File: config.mk
export PLATFORM = sky130hd
export DESIGN_NAME = flash_link_front
export DESIGN_NICKNAME = d
export VERILOG_FILES = /design/src/rtl/flash_link_pkg.sv /design/src/rtl/fl_edges.sv /design/src/rtl/fl_cfg.sv /design/src/rtl/fl_rx.sv /design/src/rtl/fl_tx.sv /design/src/rtl/flash_link_front.sv
export SDC_FILE = /design/constraint.sdc
export NUM_CORES = 1
export LEC_CHECK = 0
export ABC_AREA = 1
export ABC_CLOCK_PERIOD_IN_PS = 5300
export BUFFER_PORTS_ARGS = -buffer_cell sky130_fd_sc_hd__buf_2
export CAP_MARGIN = 5
export CELL_PAD_IN_SITES_DETAIL_PLACEMENT = 0
export CELL_PAD_IN_SITES_GLOBAL_PLACEMENT = 1
export CORE_UTILIZATION = 45
export CTS_CLUSTER_SIZE = 20
export DETAILED_ROUTE_END_ITERATION = 6
export GPL_ROUTABILITY_DRIVEN = 0
export PLACE_DENSITY_LB_ADDON = 0.08
export SYNTH_ARGS = -nofsm -noshare
export SYNTH_HDL_FRONTEND = slang
export SYNTH_HIERARCHICAL = 1
export SYNTH_SLANG_ARGS = --single-unit
File: constraint.sdc
create_clock -name clk -period 5.3 [get_ports clk]
set_clock_uncertainty 0.15 [all_clocks]
set_input_delay 1.06 -clock clk [delete_from_list [all_inputs] [get_ports clk]]
set_output_delay 1.06 -clock clk [all_outputs]
set_load 0.02 [all_outputs]
File: src/rtl/flash_link_pkg.sv
package flash_link_pkg;

    typedef enum logic [1:0] {
        PROTO_EXT  = 2'b00,
        PROTO_DUAL = 2'b01,
        PROTO_QUAD = 2'b10,
        PROTO_RSVD = 2'b11
    } proto_t;

    typedef enum logic [2:0] {
        ST_IDLE,
        ST_CMD,
        ST_ADDR,
        ST_RDATA,
        ST_CFG,
        ST_SINK
    } fl_state_t;

    localparam logic [7:0] OP_READ_X1 = 8'h03;
    localparam logic [7:0] OP_READ_X2 = 8'h3C;
    localparam logic [7:0] OP_READ_X4 = 8'h6C;
    localparam logic [7:0] OP_CFG_WR  = 8'h81;

    // lanes used by the instruction phase
    function automatic logic [2:0] proto_lanes(proto_t p);
        case (p)
            PROTO_DUAL: return 3'd2;
            PROTO_QUAD: return 3'd4;
            default:    return 3'd1;
        endcase
    endfunction

    // lanes used by the phases that follow the instruction
    function automatic logic [2:0] data_lanes(proto_t p, logic [7:0] op);
        if (p != PROTO_EXT) return proto_lanes(p);
        case (op)
            OP_READ_X2: return 3'd2;
            OP_READ_X4: return 3'd4;
            default:    return 3'd1;
        endcase
    endfunction

    function automatic logic is_read(logic [7:0] op);
        return (op == OP_READ_X1) || (op == OP_READ_X2) || (op == OP_READ_X4);
    endfunction

    function automatic logic [3:0] oe_mask(logic [2:0] w);
        case (w)
            3'd4:    return 4'b1111;
            3'd2:    return 4'b0011;
            default: return 4'b0010;
        endcase
    endfunction

endpackage

File: src/rtl/fl_edges.sv
module fl_edges (
    input  logic clk,
    input  logic rst_n,
    input  logic sclk,
    input  logic cs_n,
    output logic sclk_rise,
    output logic sclk_fall,
    output logic cs_end
);

    logic sclk_d;
    logic cs_d;

    always_ff @(posedge clk) begin
        if (!rst_n) begin
            sclk_d <= 1'b0;
            cs_d   <= 1'b1;
        end else begin
            sclk_d <= sclk;
            cs_d   <= cs_n;
        end
    end

    assign sclk_rise = !cs_n && sclk && !sclk_d;
    assign sclk_fall = !cs_n && !sclk && sclk_d;
    assign cs_end    = cs_n && !cs_d;

endmodule

File: src/rtl/fl_cfg.sv
module fl_cfg
    import flash_link_pkg::*;
#(
    parameter proto_t RESET_PROTO = PROTO_EXT,
    parameter logic   RESET_XIP   = 1'b0,
    parameter int     EXIT_CLKS   = 8
) (
    input  logic       clk,
    input  logic       rst_n,
    input  logic       cs_n,
    input  logic       cs_end,
    input  logic       sclk_rise,
    input  logic       line_a,
    input  logic       line_b,
    input  logic       port_we,
    input  logic [1:0] port_proto,
    input  logic       port_xip,
    input  logic       band_we,
    input  logic [1:0] band_proto,
    input  logic       band_xip,
    output proto_t     proto,
    output logic       xip
);

    localparam int CNT_W = $clog2(EXIT_CLKS + 2);
    localparam logic [CNT_W-1:0] CNT_TARGET = CNT_W'(EXIT_CLKS);
    localparam logic [CNT_W-1:0] CNT_MAX    = CNT_W'(EXIT_CLKS + 1);

    logic [CNT_W-1:0] ones_cnt;
    logic             ones_run;
    logic             exit_hit;

    // counts leading rising edges with both escape lines high
    always_ff @(posedge clk) begin
        if (!rst_n || cs_n) begin
            ones_cnt <= '0;
            ones_run <= 1'b1;
        end else if (sclk_rise) begin
            if (ones_run && line_a && line_b) begin
                if (ones_cnt != CNT_MAX) ones_cnt <= ones_cnt + 1'b1;
            end else begin
                ones_run <= 1'b0;
            end
        end
    end

    assign exit_hit = cs_end && ones_run && (ones_cnt == CNT_TARGET)
                      && (proto != PROTO_EXT) && !xip;

    always_ff @(posedge clk) begin
        if (!rst_n) begin
            proto <= RESET_PROTO;
            xip   <= RESET_XIP;
        end else if (port_we && (port_proto != PROTO_RSVD)) begin
            proto <= proto_t'(port_proto);
            xip   <= port_xip;
        end else if (band_we && (band_proto != PROTO_RSVD)) begin
            proto <= proto_t'(band_proto);
            xip   <= band_xip;
        end else if (exit_hit) begin
            proto <= PROTO_EXT;
        end
    end

    assert_no_rsvd_R6: assert property (@(posedge clk) disable iff (!rst_n)
        proto != PROTO_RSVD);

    assert_rsvd_ignored_R6: assert property (@(posedge clk) disable iff (!rst_n)
        (port_we && port_proto == PROTO_RSVD && !band_we && !cs_end)
        |=> ($stable(proto) && $stable(xip)));

    assert_proto_hold_R9: assert property (@(posedge clk) disable iff (!rst_n)
        (!port_we && !band_we && !cs_end) |=> $stable(proto));

    assert_xip_blocks_exit_R11: assert property (@(posedge clk) disable iff (!rst_n)
        (xip && !port_we && !band_we) |=> $stable(proto));

endmodule

File: src/rtl/fl_rx.sv
module fl_rx
    import flash_link_pkg::*;
#(
    parameter int ADDR_W = 24
) (
    input  logic              clk,
    input  logic              rst_n,
    input  logic              cs_n,
    input  logic              sclk_rise,
    input  logic [3:0]        dq_in,
    input  proto_t            proto,
    input  logic              fetch,
    output fl_state_t         state,
    output logic [2:0]        data_w,
    output logic              cmd_valid,
    output logic [7:0]        cmd_code,
    output logic              addr_valid,
    output logic [ADDR_W-1:0] addr,
    output logic [ADDR_W-1:0] rd_addr,
    output logic              band_we,
    output logic [1:0]        band_proto,
    output logic              band_xip
);

    localparam int CNT_W = $clog2(ADDR_W + 1);
    localparam logic [CNT_W-1:0] BYTE_BITS = CNT_W'(8);
    localparam logic [CNT_W-1:0] ADDR_BITS = CNT_W'(ADDR_W);

    fl_state_t         st_n;
    proto_t            frame_proto;
    logic [7:0]        op_q;
    logic [ADDR_W-1:0] sh;
    logic [ADDR_W-1:0] sh_n;
    logic [CNT_W-1:0]  bcnt;
    logic [CNT_W-1:0]  bcnt_n;
    logic [2:0]        in_w;
    logic              phase_done;

    assign data_w = data_lanes(frame_proto, op_q);

    always_comb begin
        in_w = (state == ST_CMD) ? proto_lanes(frame_proto) : data_w;
        case (in_w)
            3'd4:    sh_n = {sh[ADDR_W-5:0], dq_in};
            3'd2:    sh_n = {sh[ADDR_W-3:0], dq_in[1:0]};
            default: sh_n = {sh[ADDR_W-2:0], dq_in[0]};
        endcase
        bcnt_n     = bcnt + CNT_W'(in_w);
        phase_done = sclk_rise &&
                     (bcnt_n == ((state == ST_ADDR) ? ADDR_BITS : BYTE_BITS));
    end

    // state register
    always_ff @(posedge clk) begin
        if (!rst_n) state <= ST_IDLE;
        else        state <= st_n;
    end

    // next-state logic
    always_comb begin
        st_n = state;
        if (cs_n) begin
            st_n = ST_IDLE;
        end else begin
            unique case (state)
                ST_IDLE:  st_n = ST_CMD;
                ST_CMD: begin
                    if (phase_done) begin
                        if (is_read(sh_n[7:0]))          st_n = ST_ADDR;
                        else if (sh_n[7:0] == OP_CFG_WR) st_n = ST_CFG;
                        else                             st_n = ST_SINK;
                    end
                end
                ST_ADDR:  if (phase_done) st_n = ST_RDATA;
                ST_CFG:   if (phase_done) st_n = ST_SINK;
                ST_RDATA: st_n = ST_RDATA;
                ST_SINK:  st_n = ST_SINK;
                default:  st_n = ST_IDLE;
            endcase
        end
    end

    // datapath and strobes
    always_ff @(posedge clk) begin
        if (!rst_n) begin
            frame_proto <= PROTO_EXT;
            op_q        <= '0;
            sh          <= '0;
            bcnt        <= '0;
            cmd_valid   <= 1'b0;
            cmd_code    <= '0;
            addr_valid  <= 1'b0;
            addr        <= '0;
            rd_addr     <= '0;
            band_we     <= 1'b0;
            band_proto  <= '0;
            band_xip    <= 1'b0;
        end else begin
            cmd_valid  <= 1'b0;
            addr_valid <= 1'b0;
            band_we    <= 1'b0;
            if (state == ST_IDLE) begin
                frame_proto <= proto;
                bcnt        <= '0;
            end else if (sclk_rise &&
                         (state == ST_CMD || state == ST_ADDR || state == ST_CFG)) begin
                sh   <= sh_n;
                bcnt <= phase_done ? '0 : bcnt_n;
            end
            if (phase_done) begin
                unique case (state)
                    ST_CMD: begin
                        cmd_valid <= 1'b1;
                        cmd_code  <= sh_n[7:0];
                        op_q      <= sh_n[7:0];
                    end
                    ST_ADDR: begin
                        addr_valid <= 1'b1;
                        addr       <= sh_n;
                        rd_addr    <= sh_n;
                    end
                    ST_CFG: begin
                        band_we    <= 1'b1;
                        band_proto <= sh_n[1:0];
                        band_xip   <= sh_n[3];
                    end
                    default: ;
                endcase
            end else if (state == ST_RDATA && fetch) begin
                rd_addr <= rd_addr + 1'b1;
            end
        end
    end

    assert_cmd_from_cmd_R2: assert property (@(posedge clk) disable iff (!rst_n)
        cmd_valid |-> ($past(state) == ST_CMD));

    assert_addr_enters_read_R3: assert property (@(posedge clk) disable iff (!rst_n)
        addr_valid |-> (state == ST_RDATA));

    assert_partial_drop_R8: assert property (@(posedge clk) disable iff (!rst_n)
        (state == ST_CMD && cs_n) |=> !cmd_valid);

endmodule

File: src/rtl/fl_tx.sv
module fl_tx
    import flash_link_pkg::*;
(
    input  logic       clk,
    input  logic       rst_n,
    input  logic       cs_n,
    input  logic       sclk_fall,
    input  logic       active,
    input  logic [2:0] lanes,
    input  logic [7:0] rd_data,
    output logic [3:0] dq_out,
    output logic [3:0] dq_oe,
    output logic       fetch
);

    logic [7:0] out_sh;
    logic [3:0] out_left;
    logic [7:0] src;

    assign src = (out_left == 4'd0) ? rd_data : out_sh;

    always_ff @(posedge clk) begin
        if (!rst_n || cs_n) begin
            dq_out   <= '0;
            dq_oe    <= '0;
            out_sh   <= '0;
            out_left <= '0;
            fetch    <= 1'b0;
        end else begin
            fetch <= 1'b0;
            if (active && sclk_fall) begin
                dq_oe    <= oe_mask(lanes);
                fetch    <= (out_left == 4'd0);
                out_left <= ((out_left == 4'd0) ? 4'd8 : out_left) - {1'b0, lanes};
                case (lanes)
                    3'd4: begin
                        dq_out <= src[7:4];
                        out_sh <= {src[3:0], 4'b0};
                    end
                    3'd2: begin
                        dq_out <= {2'b00, src[7:6]};
                        out_sh <= {src[5:0], 2'b0};
                    end
                    default: begin
                        dq_out <= {2'b00, src[7], 1'b0};
                        out_sh <= {src[6:0], 1'b0};
                    end
                endcase
            end
        end
    end

    assert_oe_phase_R5: assert property (@(posedge clk) disable iff (!rst_n)
        (dq_oe != 4'b0000) |-> active);

    assert_oe_width_R4: assert property (@(posedge clk) disable iff (!rst_n)
        (dq_oe != 4'b0000) |-> ($countones(dq_oe) == int'(lanes)));

endmodule

File: src/rtl/flash_link_front.sv
module flash_link_front
    import flash_link_pkg::*;
#(
    parameter int     ADDR_W      = 24,
    parameter int     EXIT_CLKS   = 8,
    parameter proto_t RESET_PROTO = PROTO_EXT,
    parameter logic   RESET_XIP   = 1'b0
) (
    input  logic              clk,
    input  logic              rst_n,
    input  logic              cs_n,
    input  logic              sclk,
    input  logic [3:0]        dq_in,
    output logic [3:0]        dq_out,
    output logic [3:0]        dq_oe,
    input  logic              cfg_we,
    input  logic [1:0]        cfg_proto,
    input  logic              cfg_xip,
    output logic              cmd_valid,
    output logic [7:0]        cmd_code,
    output logic              addr_valid,
    output logic [ADDR_W-1:0] addr,
    output logic [ADDR_W-1:0] rd_addr,
    input  logic [7:0]        rd_data,
    output logic [1:0]        proto_o,
    output logic              xip_o
);

    logic      sclk_rise, sclk_fall, cs_end;
    logic      fetch;
    fl_state_t state;
    logic [2:0] data_w;
    logic      band_we;
    logic [1:0] band_proto;
    logic      band_xip;
    proto_t    proto;

    fl_edges u_edges (
        .clk(clk), .rst_n(rst_n), .sclk(sclk), .cs_n(cs_n),
        .sclk_rise(sclk_rise), .sclk_fall(sclk_fall), .cs_end(cs_end)
    );

    fl_cfg #(
        .RESET_PROTO(RESET_PROTO), .RESET_XIP(RESET_XIP), .EXIT_CLKS(EXIT_CLKS)
    ) u_cfg (
        .clk(clk), .rst_n(rst_n), .cs_n(cs_n), .cs_end(cs_end),
        .sclk_rise(sclk_rise), .line_a(dq_in[0]), .line_b(dq_in[3]),
        .port_we(cfg_we), .port_proto(cfg_proto), .port_xip(cfg_xip),
        .band_we(band_we), .band_proto(band_proto), .band_xip(band_xip),
        .proto(proto), .xip(xip_o)
    );

    fl_rx #(.ADDR_W(ADDR_W)) u_rx (
        .clk(clk), .rst_n(rst_n), .cs_n(cs_n), .sclk_rise(sclk_rise),
        .dq_in(dq_in), .proto(proto), .fetch(fetch), .state(state),
        .data_w(data_w), .cmd_valid(cmd_valid), .cmd_code(cmd_code),
        .addr_valid(addr_valid), .addr(addr), .rd_addr(rd_addr),
        .band_we(band_we), .band_proto(band_proto), .band_xip(band_xip)
    );

    fl_tx u_tx (
        .clk(clk), .rst_n(rst_n), .cs_n(cs_n), .sclk_fall(sclk_fall),
        .active(state == ST_RDATA), .lanes(data_w), .rd_data(rd_data),
        .dq_out(dq_out), .dq_oe(dq_oe), .fetch(fetch)
    );

    assign proto_o = proto;

    assert_cs_clears_oe_R5: assert property (@(posedge clk) disable iff (!rst_n)
        cs_n |=> (dq_oe == 4'b0000));

endmodule

==> metrics.txt <==
max frequency=0.224 GHz; remaining antenna violation count=0; Initial Util=46.2%; most used cell, CP=inv_1; fin nets=1096; core area=14600 um2; fillers=1472; Power Density=288 nW/um2; sum of negative setup slack=0 ns; initial antenna violation count=0; final core utilization=53.9%; Rel. slew slack=44.2%; IO buf count=88; Via density=5.18; internal power=1.69 mW; Clock H-tree levels=4; CTS tree=done; Final Hold Vio Count=0; CP endpoint kind=register; Total Routing Usage GR=23.8%; global route overflow=0; most common cell after layout, fill and taps aside=nand2_1; fin crit share=84.3%; Skew-Pair Late Insertion Delay=0.42 ns; CTS Buffer Depth=2; WL final=18.1 mm; Inserted Diodes=0; total CTS buffers=17; DR iter-0 viols=439; syn_nets=1018; Post-CTS Setup Inserts=0; Synth Area per Inst=6.86 um2; cts repair resizes=0; Clock Sinks=124; Worst Hold Class=register to register; Worst Reg2Reg Path Length in Cells=21; commonest non-fill, non-tap cells in the layout=nand2_1 (202), inv_1 (146), dfxtp_1 (124); # hold bufs at CTS=0; synthesized cell area=6740 um2; crit-path max FO=32; vias in the first global route=5544; Final min period=4.47 ns; Slowest-stage cell, CP=fa_1; Worst Setup Path Type=register to register; post-route DRC violation count=0; P_sw=0.577 mW; worst-case vdd ir drop=0.219 mV; die extent in y=124 um; Syn-to-layout area delta=16.5%; status=complete, no violations; sw frac=25.5%; Rows=44; synth warn=6; Critical R2R Launch=u_rx/frame_proto[0]; first-pass GRT wire length=29.4 mm; Yosys reg bits=124; Buf/Inv on CP=7; synth unique cells=44; Slew Limit Fails=0; Worst Setup SP=u_rx/frame_proto[0]; Root Driver=clkbuf_16; via count=6493; sequential element share of the synthesized area=36.8%; reg-to-reg slack, setup=0.83 ns; Critical Path, Cell by Cell=inv_1 -> ha_1 -> or2_2 -> nand3_1 -> nand2_2 -> inv_1 -> ha_1 -> inv_1 -> fa_1 -> o21ai_1 -> xnor2_1 -> xnor2_1 -> nor2_2 -> buf_4 -> inv_1 -> nand4_1 -> nand2_2 -> inv_1 -> buf_4 -> a21oi_1 -> a221oi_1; max incr delay on CP=0.39 ns; CP required=5.47 ns; Data arrival, critical path=4.64 ns; HPWL Detailed=13.0 mm; Clock Power Share=48.1%; Max Cap Viol=0; Top Family by Delay on Critical Path=buffers and inverters; startpoint types=register; # IOs=89; Least-Margin Pin Slew=0.836 ns; Gate power share=9.7%; worst flop-to-flop path endpoint=u_rx/rd_addr[8]; fraction of layout cells with a size suffix above 1=16.4%; DR WL/cell=14.4 um; Reg clk slew, reported paths=0.06 ns; part of the power in registers=42.2%; die area=15500 um2; largest net degree at the start of global routing=54; Stages on worst setup path=21; Syn Inst Count=983; Die Wd=124 um; LEAKAGE=3.73 nW; Setup crit end=u_rx/rd_addr[8]; Setup Viol. Count Final=0; drt pass-1 iters=5; RSZ-0062 raised after global routing=false
## worst min-delay path by stage
stage,start,endpoint,slack (ns),cells after the start
after floorplan,u_tx/out_sh[1],u_tx/out_sh[1],0.29,2
after detailed placement,u_tx/dq_out[3],u_tx/dq_out[3],0.31,2
after global placement,u_tx/dq_oe[1],u_tx/dq_oe[1],0.30,2
after CTS,u_tx/dq_out[3],u_tx/dq_out[3],0.31,2
after global routing,u_tx/dq_out[3],u_tx/dq_out[3],0.35,2
final,u_tx/dq_out[3],u_tx/dq_out[3],0.31,2
## kinds of logic after synthesis
logic type | count (synthesis) | synth area share, %
simple gates | 409 | 27.5
compound gates | 224 | 19.0
buf+inv | 190 | 10.9
flops | 124 | 36.8
xor+xnor | 21 | 2.73
fa+ha+maj | 15 | 3.01
## per-layer routing
| layer | global-route usage (%) | vias to the layer above | routed length, um | part of all wire [%] |
|---|---|---|---|---|
| met1 | 37.5 | 2970 | 9600 | 53 |
| li1 | - | 3355 | - | - |
| met4 | 7.23 | 0 | 184 | 1.0 |
| met2 | 32.1 | 154 | 7370 | 41 |
| met3 | 4.04 | 14 | 953 | 5.3 |
| met5 | 0 | - | 0 | 0 |
## tightest hold or removal path, stage by stage (launching register included)
cell and delay [ns]:
dfxtp_1 0.30, nand2_1 0.06, a21oi_1 0.05
## power by group through the flow
stage                     Clock, mW  Sequential, mW  Combinational (mW)
after floorplan                   0           0.974               0.161
after global placement            0           0.975               0.220
after detailed placement          0           0.975               0.219
after CTS                      1.11           0.955               0.220
after global routing           1.15           0.956               0.248
final                          1.09           0.955               0.221
## synth_stat cells
cell type    n  area (um2)
o21bai_1     6        45.0
nand3_2      4        40.0
o21ai_1      4        20.0
xor2_1      13         114
inv_2        8        30.0
a22oi_1      1        7.51
a31o_2       1        8.76
buf_6        1        11.3
a31oi_1      3        18.8
nor3_1       7        35.0
xnor2_1      8        70.1
buf_4        1        7.51
or2_1        1        6.26
clkbuf_1    18        67.6
o21ai_0     78         390
o22ai_1      5        31.3
or2_2        4        25.0
nor4_1       1        6.26
o31ai_1      1        7.51
buf_1        6        22.5
a21oi_2      1        8.76
nor2_1      72         270
nor3_2       2        20.0
nor2_4       4        45.0
nand2_4      2        22.5
o221ai_1    10        87.6
a21oi_1     85         425
nand3_4      2        35.0
nand3_1     79         395
nand2_1    202         758
fa_1         2        40.0
nor2_2      10        62.6
nand2_2     12        75.1
inv_1      146         548
o311ai_0     1        8.76
o211ai_1    24         180
nor2_8       1        20.0
ha_1        13         163
o21ai_4      1        16.3
nand4_1      5        31.3
nand3b_1     1        7.51
dfxtp_1    124        2480
buf_2       10        50.1
a221oi_1     3        26.3
## metrics by stage
stage          total power [mW]  cell area [um2]  std cells  hold WS (ns)  worst slack [ns]
6_report                   2.27             7860       1254         0.314             0.832
5_1_grt                    2.35             7860       1254         0.345             0.328
4_1_cts                    2.28             7860       1254         0.314             0.821
3_5_place_dp               1.19             7310       1226         0.306             0.848
3_3_place_gp               1.20             7310       1226         0.302             0.951
2_1_floorplan              1.13             6740        983         0.294              1.69
## registers in the layout, summed over array words and instances, names as in the netlist
name / cells
u_rx/addr: 24
u_rx/rd_addr: 24
u_rx/sh: 23
u_rx/op_q: 8
u_tx/out_sh: 7
u_rx/bcnt: 5
u_cfg/ones_cnt: 4
u_tx/dq_out: 4
u_tx/out_left: 4
u_rx/state: 3
u_tx/dq_oe: 3
u_cfg/proto: 2
u_rx/band_proto: 2
u_rx/frame_proto: 2
u_cfg/ones_run: 1
u_cfg/xip: 1
u_edges/cs_d: 1
u_edges/sclk_d: 1
u_rx/addr_valid: 1
u_rx/band_we: 1
u_rx/band_xip: 1
u_rx/cmd_valid: 1
u_tx/fetch: 1
## cell type report
cell class	count	area (um2)	area share, %
flip-flops and latches	124	2480	31.6
multi-input cells	669	3520	44.9
well taps	184	230	2.93
inverters	154	578	7.36
clock inverters	7	67.6	0.860
repair buffers	95	493	6.27
clock buffers	21	480	6.12
Power figures use the tool's default switching activity.
